**config.mk**
```make
export PLATFORM = sky130hd
export DESIGN_NAME = fwd_unit
export DESIGN_NICKNAME = d
export VERILOG_FILES = /design/src/rtl/fwd_pkg.sv /design/src/rtl/fwd_match.sv /design/src/rtl/fwd_opnd_sel.sv /design/src/rtl/fwd_store_sel.sv /design/src/rtl/fwd_unit.sv
export SDC_FILE = /design/constraint.sdc
export NUM_CORES = 1
export LEC_CHECK = 0
export CORE_AREA = 8 8 45 47
export DETAILED_ROUTE_END_ITERATION = 8
export DIE_AREA = 0 0 53 55
export PLACE_DENSITY_LB_ADDON = 0.1
export SLEW_MARGIN = 10
export SYNTH_ARGS = -nofsm -noshare
export SYNTH_HDL_FRONTEND = slang
export SYNTH_SLANG_ARGS = --single-unit
```
**constraint.sdc**
```tcl
create_clock -name vclk -period 1.65
set_input_delay 0.4125 -clock vclk [all_inputs]
set_output_delay 0.4125 -clock vclk [all_outputs]
set_load 0.005 [all_outputs]
```
**src/rtl/fwd_pkg.sv**
```systemverilog
package fwd_pkg;
    typedef enum logic [1:0] {
        OPSEL_FILE  = 2'b00,
        OPSEL_WBACK = 2'b01,
        OPSEL_EXEC  = 2'b10
    } opsel_e;
endpackage

```
**src/rtl/fwd_match.sv**
```systemverilog
module fwd_match #(
    parameter int REG_AW = 5
) (
    input  logic [REG_AW-1:0] src,
    input  logic [REG_AW-1:0] dst,
    input  logic              we,
    input  logic              usable,
    output logic              hit
);
    localparam logic [REG_AW-1:0] ZERO_REG = '0;

    logic hit_d;

    always_comb begin
        hit_d = 1'b0;
        if (we && usable && (dst != ZERO_REG) && (dst == src)) begin
            hit_d = 1'b1;
        end
    end

    assign hit = hit_d;
endmodule

```
**src/rtl/fwd_opnd_sel.sv**
```systemverilog
module fwd_opnd_sel
    import fwd_pkg::*;
#(
    parameter int REG_AW = 5
) (
    input  logic [REG_AW-1:0] src,
    input  logic [REG_AW-1:0] xm_rd,
    input  logic              xm_we,
    input  logic              xm_is_load,
    input  logic [REG_AW-1:0] mw_rd,
    input  logic              mw_we,
    output opsel_e            sel
);
    logic xm_hit;
    logic mw_hit;
    opsel_e sel_d;

    fwd_match #(.REG_AW(REG_AW)) u_xm (
        .src    (src),
        .dst    (xm_rd),
        .we     (xm_we),
        .usable (!xm_is_load),
        .hit    (xm_hit)
    );

    fwd_match #(.REG_AW(REG_AW)) u_mw (
        .src    (src),
        .dst    (mw_rd),
        .we     (mw_we),
        .usable (1'b1),
        .hit    (mw_hit)
    );

    always_comb begin
        sel_d = OPSEL_FILE;
        if (xm_hit) begin
            sel_d = OPSEL_EXEC;
        end else if (mw_hit) begin
            sel_d = OPSEL_WBACK;
        end
    end

    assign sel = sel_d;
endmodule

```
**src/rtl/fwd_store_sel.sv**
```systemverilog
module fwd_store_sel #(
    parameter int REG_AW = 5
) (
    input  logic [REG_AW-1:0] st_rs,
    input  logic              is_store,
    input  logic [REG_AW-1:0] mw_rd,
    input  logic              mw_we,
    input  logic              mw_is_load,
    output logic              sel
);
    logic mw_hit;

    fwd_match #(.REG_AW(REG_AW)) u_mw (
        .src    (st_rs),
        .dst    (mw_rd),
        .we     (mw_we),
        .usable (mw_is_load && is_store),
        .hit    (mw_hit)
    );

    assign sel = mw_hit;
endmodule

```
**src/rtl/fwd_unit.sv**
```systemverilog
module fwd_unit
    import fwd_pkg::*;
#(
    parameter int REG_AW = 5
) (
    input  logic [REG_AW-1:0] ex_rs1,
    input  logic [REG_AW-1:0] ex_rs2,
    input  logic [REG_AW-1:0] mem_st_rs,
    input  logic              mem_is_store,
    input  logic [REG_AW-1:0] xm_rd,
    input  logic              xm_we,
    input  logic              xm_is_load,
    input  logic [REG_AW-1:0] mw_rd,
    input  logic              mw_we,
    input  logic              mw_is_load,
    output logic [1:0]        sel_a,
    output logic [1:0]        sel_b,
    output logic              sel_st
);
    localparam int NUM_OPND = 2;

    logic [REG_AW-1:0] opnd_src [NUM_OPND];
    opsel_e            opnd_sel [NUM_OPND];

    assign opnd_src[0] = ex_rs1;
    assign opnd_src[1] = ex_rs2;

    for (genvar g = 0; g < NUM_OPND; g++) begin : g_opnd
        fwd_opnd_sel #(.REG_AW(REG_AW)) u_sel (
            .src        (opnd_src[g]),
            .xm_rd      (xm_rd),
            .xm_we      (xm_we),
            .xm_is_load (xm_is_load),
            .mw_rd      (mw_rd),
            .mw_we      (mw_we),
            .sel        (opnd_sel[g])
        );
    end

    fwd_store_sel #(.REG_AW(REG_AW)) u_st (
        .st_rs      (mem_st_rs),
        .is_store   (mem_is_store),
        .mw_rd      (mw_rd),
        .mw_we      (mw_we),
        .mw_is_load (mw_is_load),
        .sel        (sel_st)
    );

    assign sel_a = opnd_sel[0];
    assign sel_b = opnd_sel[1];
endmodule

```
# Word-level counts from Yosys, hierarchy flattened
# Cells that the tools add are included.
classes:
  n_addsub: 0
  mul: 0
  n_div: 0
  order_cmp: 0
  eq_ne: 5
  shift: 0
  n_mux: 9
  bitwise: 0
  reduce_logical: 14
op_table:
  columns: ["op", "count"]
  rows:
  - ["== test 5 bit", 5]
  - ["logical AND 1 bit", 11]
  - ["nonzero test 5 bit", 2]
  - ["two-way mux 1 bit", 7]
  - ["two-way mux 2 bit", 2]
  - ["zero test 1 bit", 1]
word_totals:
  register_bits: 0
  latchBits: 0
  ramBits: 0
  rom_bits: 0
  inputBits: 30
  output_inout_bits: 5
  elab_cells: 28
  memories: 0

# Longest topological paths before layout
depth:
  ltp_word: 6
  depth_mapped: 4

# Hierarchy
# From an unflattened synthesis, not the netlist that was laid out.
hier_totals:
  hier_cells: 59
  area_unflattened_um2: 445.4
modules_own_cells:
  columns: ["mod", "n_inst", "cells_each", "area_each_um2", "seq_area_each_um2"]
  rows:
  - ["fwd_match", 5, 10, 76.3, 0.0]
  - ["fwd_opnd_sel", 2, 4, 28.8, 0.0]
  - ["fwd_store_sel", 1, 1, 6.3, 0.0]

# Least setup slack after synthesis
# Ideal clock, no wire load.
synth_path:
  kind: "input to output"
  from: "input xm_rd[3]"
  to: "output sel_b[0]"
  arrival_ns: 1.300
  required_ns: 1.237
  path_slack_ns: -0.062
  path_stages: 4
  path_buffers: 0
  cell_sequence: "or4_1 > nor2_2 > nor4_1 > nor3_2"
synth_via:
  elab_chain_len: 5
  word_cells_on_any_way: 6
  classes_between: "1 x eq/ne; 2 x mux; 3 x reduce/logical"
synth_rtl:
  columns: ["element", "line_no", "source"]
  rows:
  - ["start: declaration", "fwd_unit.sv:10", "input logic [REG_AW-1:0] xm_rd,"]
  - ["nonzero test 5 bit", "fwd_match.sv:16", "if (we && usable && (dst != ZERO_REG) && (dst == src)) begin"]
  - ["logical AND 1 bit", "fwd_match.sv:16", null]
  - ["logical AND 1 bit *", "fwd_match.sv:16", null]
  - ["two-way mux 1 bit *", "fwd_match.sv:16", null]
  - ["net g_opnd[1].u_sel.u_xm.hit", "fwd_match.sv:8", "output logic hit"]
  - ["two-way mux 2 bit *", "fwd_opnd_sel.sv:36", "if (xm_hit) begin"]
  - ["end: declaration", "fwd_unit.sv:17", "output logic [1:0] sel_b,"]
# Mark *: on every way through the listed nets, which the timed path passes. The rest lies on a longest branch.

# Worst setup path after layout
layout_path:
  from: "input xm_rd[4]"
  to: "output sel_a[1]"
layout_via:
  elab_chain_len: 5
  word_cells_on_any_way: 6
  classes_between: "1 x eq/ne; 2 x mux; 3 x reduce/logical"
layout_rtl:
  columns: ["element", "line_no", "source"]
  rows:
  - ["nonzero test 5 bit", "fwd_match.sv:16", null]
  - ["logical AND 1 bit", "fwd_match.sv:16", null]
  - ["logical AND 1 bit *", "fwd_match.sv:16", null]
  - ["two-way mux 1 bit *", "fwd_match.sv:16", null]
  - ["two-way mux 2 bit *", "fwd_opnd_sel.sv:36", null]
  - ["end: declaration", "fwd_unit.sv:16", "output logic [1:0] sel_a,"]
# Mark *: on every way between the ends. The rest lies on a longest branch, timed or not.

==> run summary <==
The run finished, with violations left. The final reports fail on setup timing. The final sequential cell count is 0, and the share of the clock period used by the worst path is 1.19. Setup violations remaining at the end of the flow were counted as 5. The analysis attributes to cell leakage a power of 0.435 nW. The kind of start point of the critical path was an input port.

By startpoint and endpoint, the worst setup path is classified as in -> out. Ranked by instance count, the synthesized netlist is headed by sky130_fd_sc_hd__xnor2_1 (17), sky130_fd_sc_hd__xor2_1 (8), sky130_fd_sc_hd__nor3_1 (4), sky130_fd_sc_hd__nand3_1 (3), sky130_fd_sc_hd__nand4_1 (3). Entering global routing, the biggest net connects 5 pins. The run gives 46 as the cell count after synthesis. The instance area after placement came out at 830 sq um.

The run gives 0.108 as the aggregate global-route resource usage. The final worst setup slack was -0.310 ns. Setup repair after global routing could not meet its margin everywhere. The path with the worst hold slack has its endpoint at sel_st. The core region is 0.00138 sq mm. IR analysis of the VDD net gives a maximum drop of 0.000118 V.

In the post-synthesis netlist, the biggest area contributors are sky130_fd_sc_hd__xnor2_1 (42%), sky130_fd_sc_hd__xor2_1 (20%), sky130_fd_sc_hd__nor3_1 (5.7%). The initialized floorplan defines 14 standard-cell rows. The die covers 0.00292 sq mm.

The tools report the final max-slew violation count as 0. The number of nets in the layout was 131; the arrival time reported for the critical path endpoint was 1.55 ns. The tools report the wire length of the first global-routing pass as 2590 um. The endpoint type of the worst setup path is an output pin.

For the number of warning messages in the yosys log, the log shows 0. The count of routing violations after the opening detailed-route iteration is 1, and the post-synthesis to final-layout area growth is 155%. After detailed routing, the number of remaining DRC violations is 0. The number of diodes was 0; the power per unit of standard cell area was 219 mW/mm^2. Across the run, the number of max-cap violations was 0. For the synthesized netlist net count, the log shows 76.

Summing all multi-input logic gate instances after layout gives 414 sq um. From left edge to right edge, the die measures 53 um. The number of different library cells used by synthesis comes to 13.

The number of endpoints with negative hold slack in the final report is 0. Derived from the worst setup path, the maximum achievable clock frequency is 0.510 GHz. For the area taken by flip-flops and latches, the log shows 0 sq um. The worst hold path stage count is 5, and the via count of the routed design is 519. For the required arrival time at the worst endpoint, the log shows 1.24 ns.

The layout has 0 clock buffers. The tools report the weighted congestion reported at the end of routability-driven placement as 0.766. OpenSTA, run right after detailed placement, puts the worst setup slack at -0.994 ns.

The via count of the first global-routing pass was 598. The total iterations of the first detailed-routing run is 2. Detail-routed via count per cell: 4.51.

The cell area that synthesis handed to floorplanning was 354 sq um. The startpoint identified for the worst hold timing path is mem_st_rs[2]. The detail-routed net length per standard cell is 13.1 um, and the initial standard-cell utilization of the core is 0.256.

The fraction of layout cells with a size suffix above 1 was 0.495; the final cell area excluding filler cells was 902 sq um. Summed over all layers, the global routing overflow is 0. The run gives 0.652 as the fraction of the core area covered by cells at the end of the flow.

At the pin with the least slew margin, the transition time is 0.243 ns. The largest total area in the synthesized netlist belongs to sky130_fd_sc_hd__xnor2_1. In the post-synthesis netlist, the cell with the most instances is sky130_fd_sc_hd__xnor2_1. The logs give 0 for the number of nets with antenna violations after routing and 0.837 for the relative slew slack. Measured along the y axis, the die boundary spans 55 um.

Area share of the leading cell type in the synthesized netlist: 0.420. Classification of the worst-slack hold path: in -> out. The proportion of synthesized chip area in sequential cells was 0; the count of pins on the block boundary was 35. The count of buffers added on input and output ports is 35. After detailed routing, the total wire length is 1510 um. Total power for the finished layout comes to 0.000198 W. Averaged over all synthesized cells, the footprint is 7.70 sq um. Of all nets on the critical path, the largest fanout is 2.

The number of antenna violations at the first check in global routing was 0. Counting the fill cells in the layout gives 147. The post-layout minimum cycle time is 1.96 ns, and the HPWL reported at the end of detailed placement is 1250 um. In this run, post-CTS hold repair placed 0 buffers.
placed cells by master, fill, tap and decap left out, drive strengths merged:
| cell | n |
|---|---|
| nand4 | 3 |
| nand2 | 1 |
| dlygate4sd2 | 8 |
| clkdlybuf4s15 | 2 |
| nand3 | 3 |
| xor2 | 8 |
| clkbuf | 4 |
| dlymetal6s2s | 6 |
| or4 | 2 |
| buf | 32 |
| nor2 | 1 |
| nor2b | 1 |
| o21ai | 1 |
| xnor2 | 17 |
| nor4 | 1 |
| nor3 | 6 |
| clkdlybuf4s50 | 3 |
worst max-delay path: stages:
cell	delay, ns
sky130_fd_sc_hd__buf_6	0.09
sky130_fd_sc_hd__or4_4	0.54
sky130_fd_sc_hd__nor2_4	0.13
sky130_fd_sc_hd__buf_6	0.10
sky130_fd_sc_hd__nor3_2	0.04
sky130_fd_sc_hd__buf_4	0.13
sky130_fd_sc_hd__buf_6	0.10
where the power goes:
| part | internal, W | switching (W) |
|---|---|---|
| sequential | 0 | 0 |
| clock | 0 | 0 |
| combinational | 0.000122 | 0.0000754 |
metrics by stage:
stage,hold slack [ns],cells,TNS [ns]
after floorplan,0.914,46,-0.0141
after global placement,1.77,111,-4.79
after detailed placement,1.76,111,-4.91
after CTS,1.30,115,-1.44
after global routing,1.27,115,-1.56
final,1.22,115,-1.28
per-layer routing:
layer | global-route usage | up-vias | share of wire
met1 | 0.130 | 233 | 0.41
met3 | 0.0214 | 0 | 0.063
met5 | 0 | - | 0
li1 | - | 265 | -
met2 | 0.203 | 21 | 0.53
met4 | 0 | 0 | 0
layout make-up:
cell class | count | area share
multi-input cells | 44 | 0.459
repair buffers | 55 | 0.519
well taps | 16 | 0.0222
how the worst max path moves through the flow:
stage / startpoint / end / slack [ns] / depth (start not counted)
final: xm_rd[4] / sel_a[1] / -0.31 / 7
after global placement: mw_rd[1] / sel_st / -0.98 / 5
after global routing: xm_rd[4] / sel_b[0] / -0.39 / 7
after detailed placement: mw_rd[1] / sel_st / -0.99 / 5
after floorplan: xm_rd[3] / sel_b[1] / -0.008 / 4
after CTS: xm_rd[4] / sel_b[0] / -0.36 / 7
repair_timing:
item / CTS / global route
pin swaps: 15 / 13
buffers inserted: 4 / 0
gates resized for setup: 81 / 20
setup endpoints to repair: 5 / 5
cells by family (layout without fill, tap and decap cells):
kind of cell,Yosys count,after routing,synth area share
AOI/OAI and AO/OA,1,1,0.0247
xor gates and xnor gates,25,25,0.618
buffers and inverters,2,55,0.0424
and+or+nand+nor,18,18,0.314
Note: power is estimated with default switching activity, not from simulation.
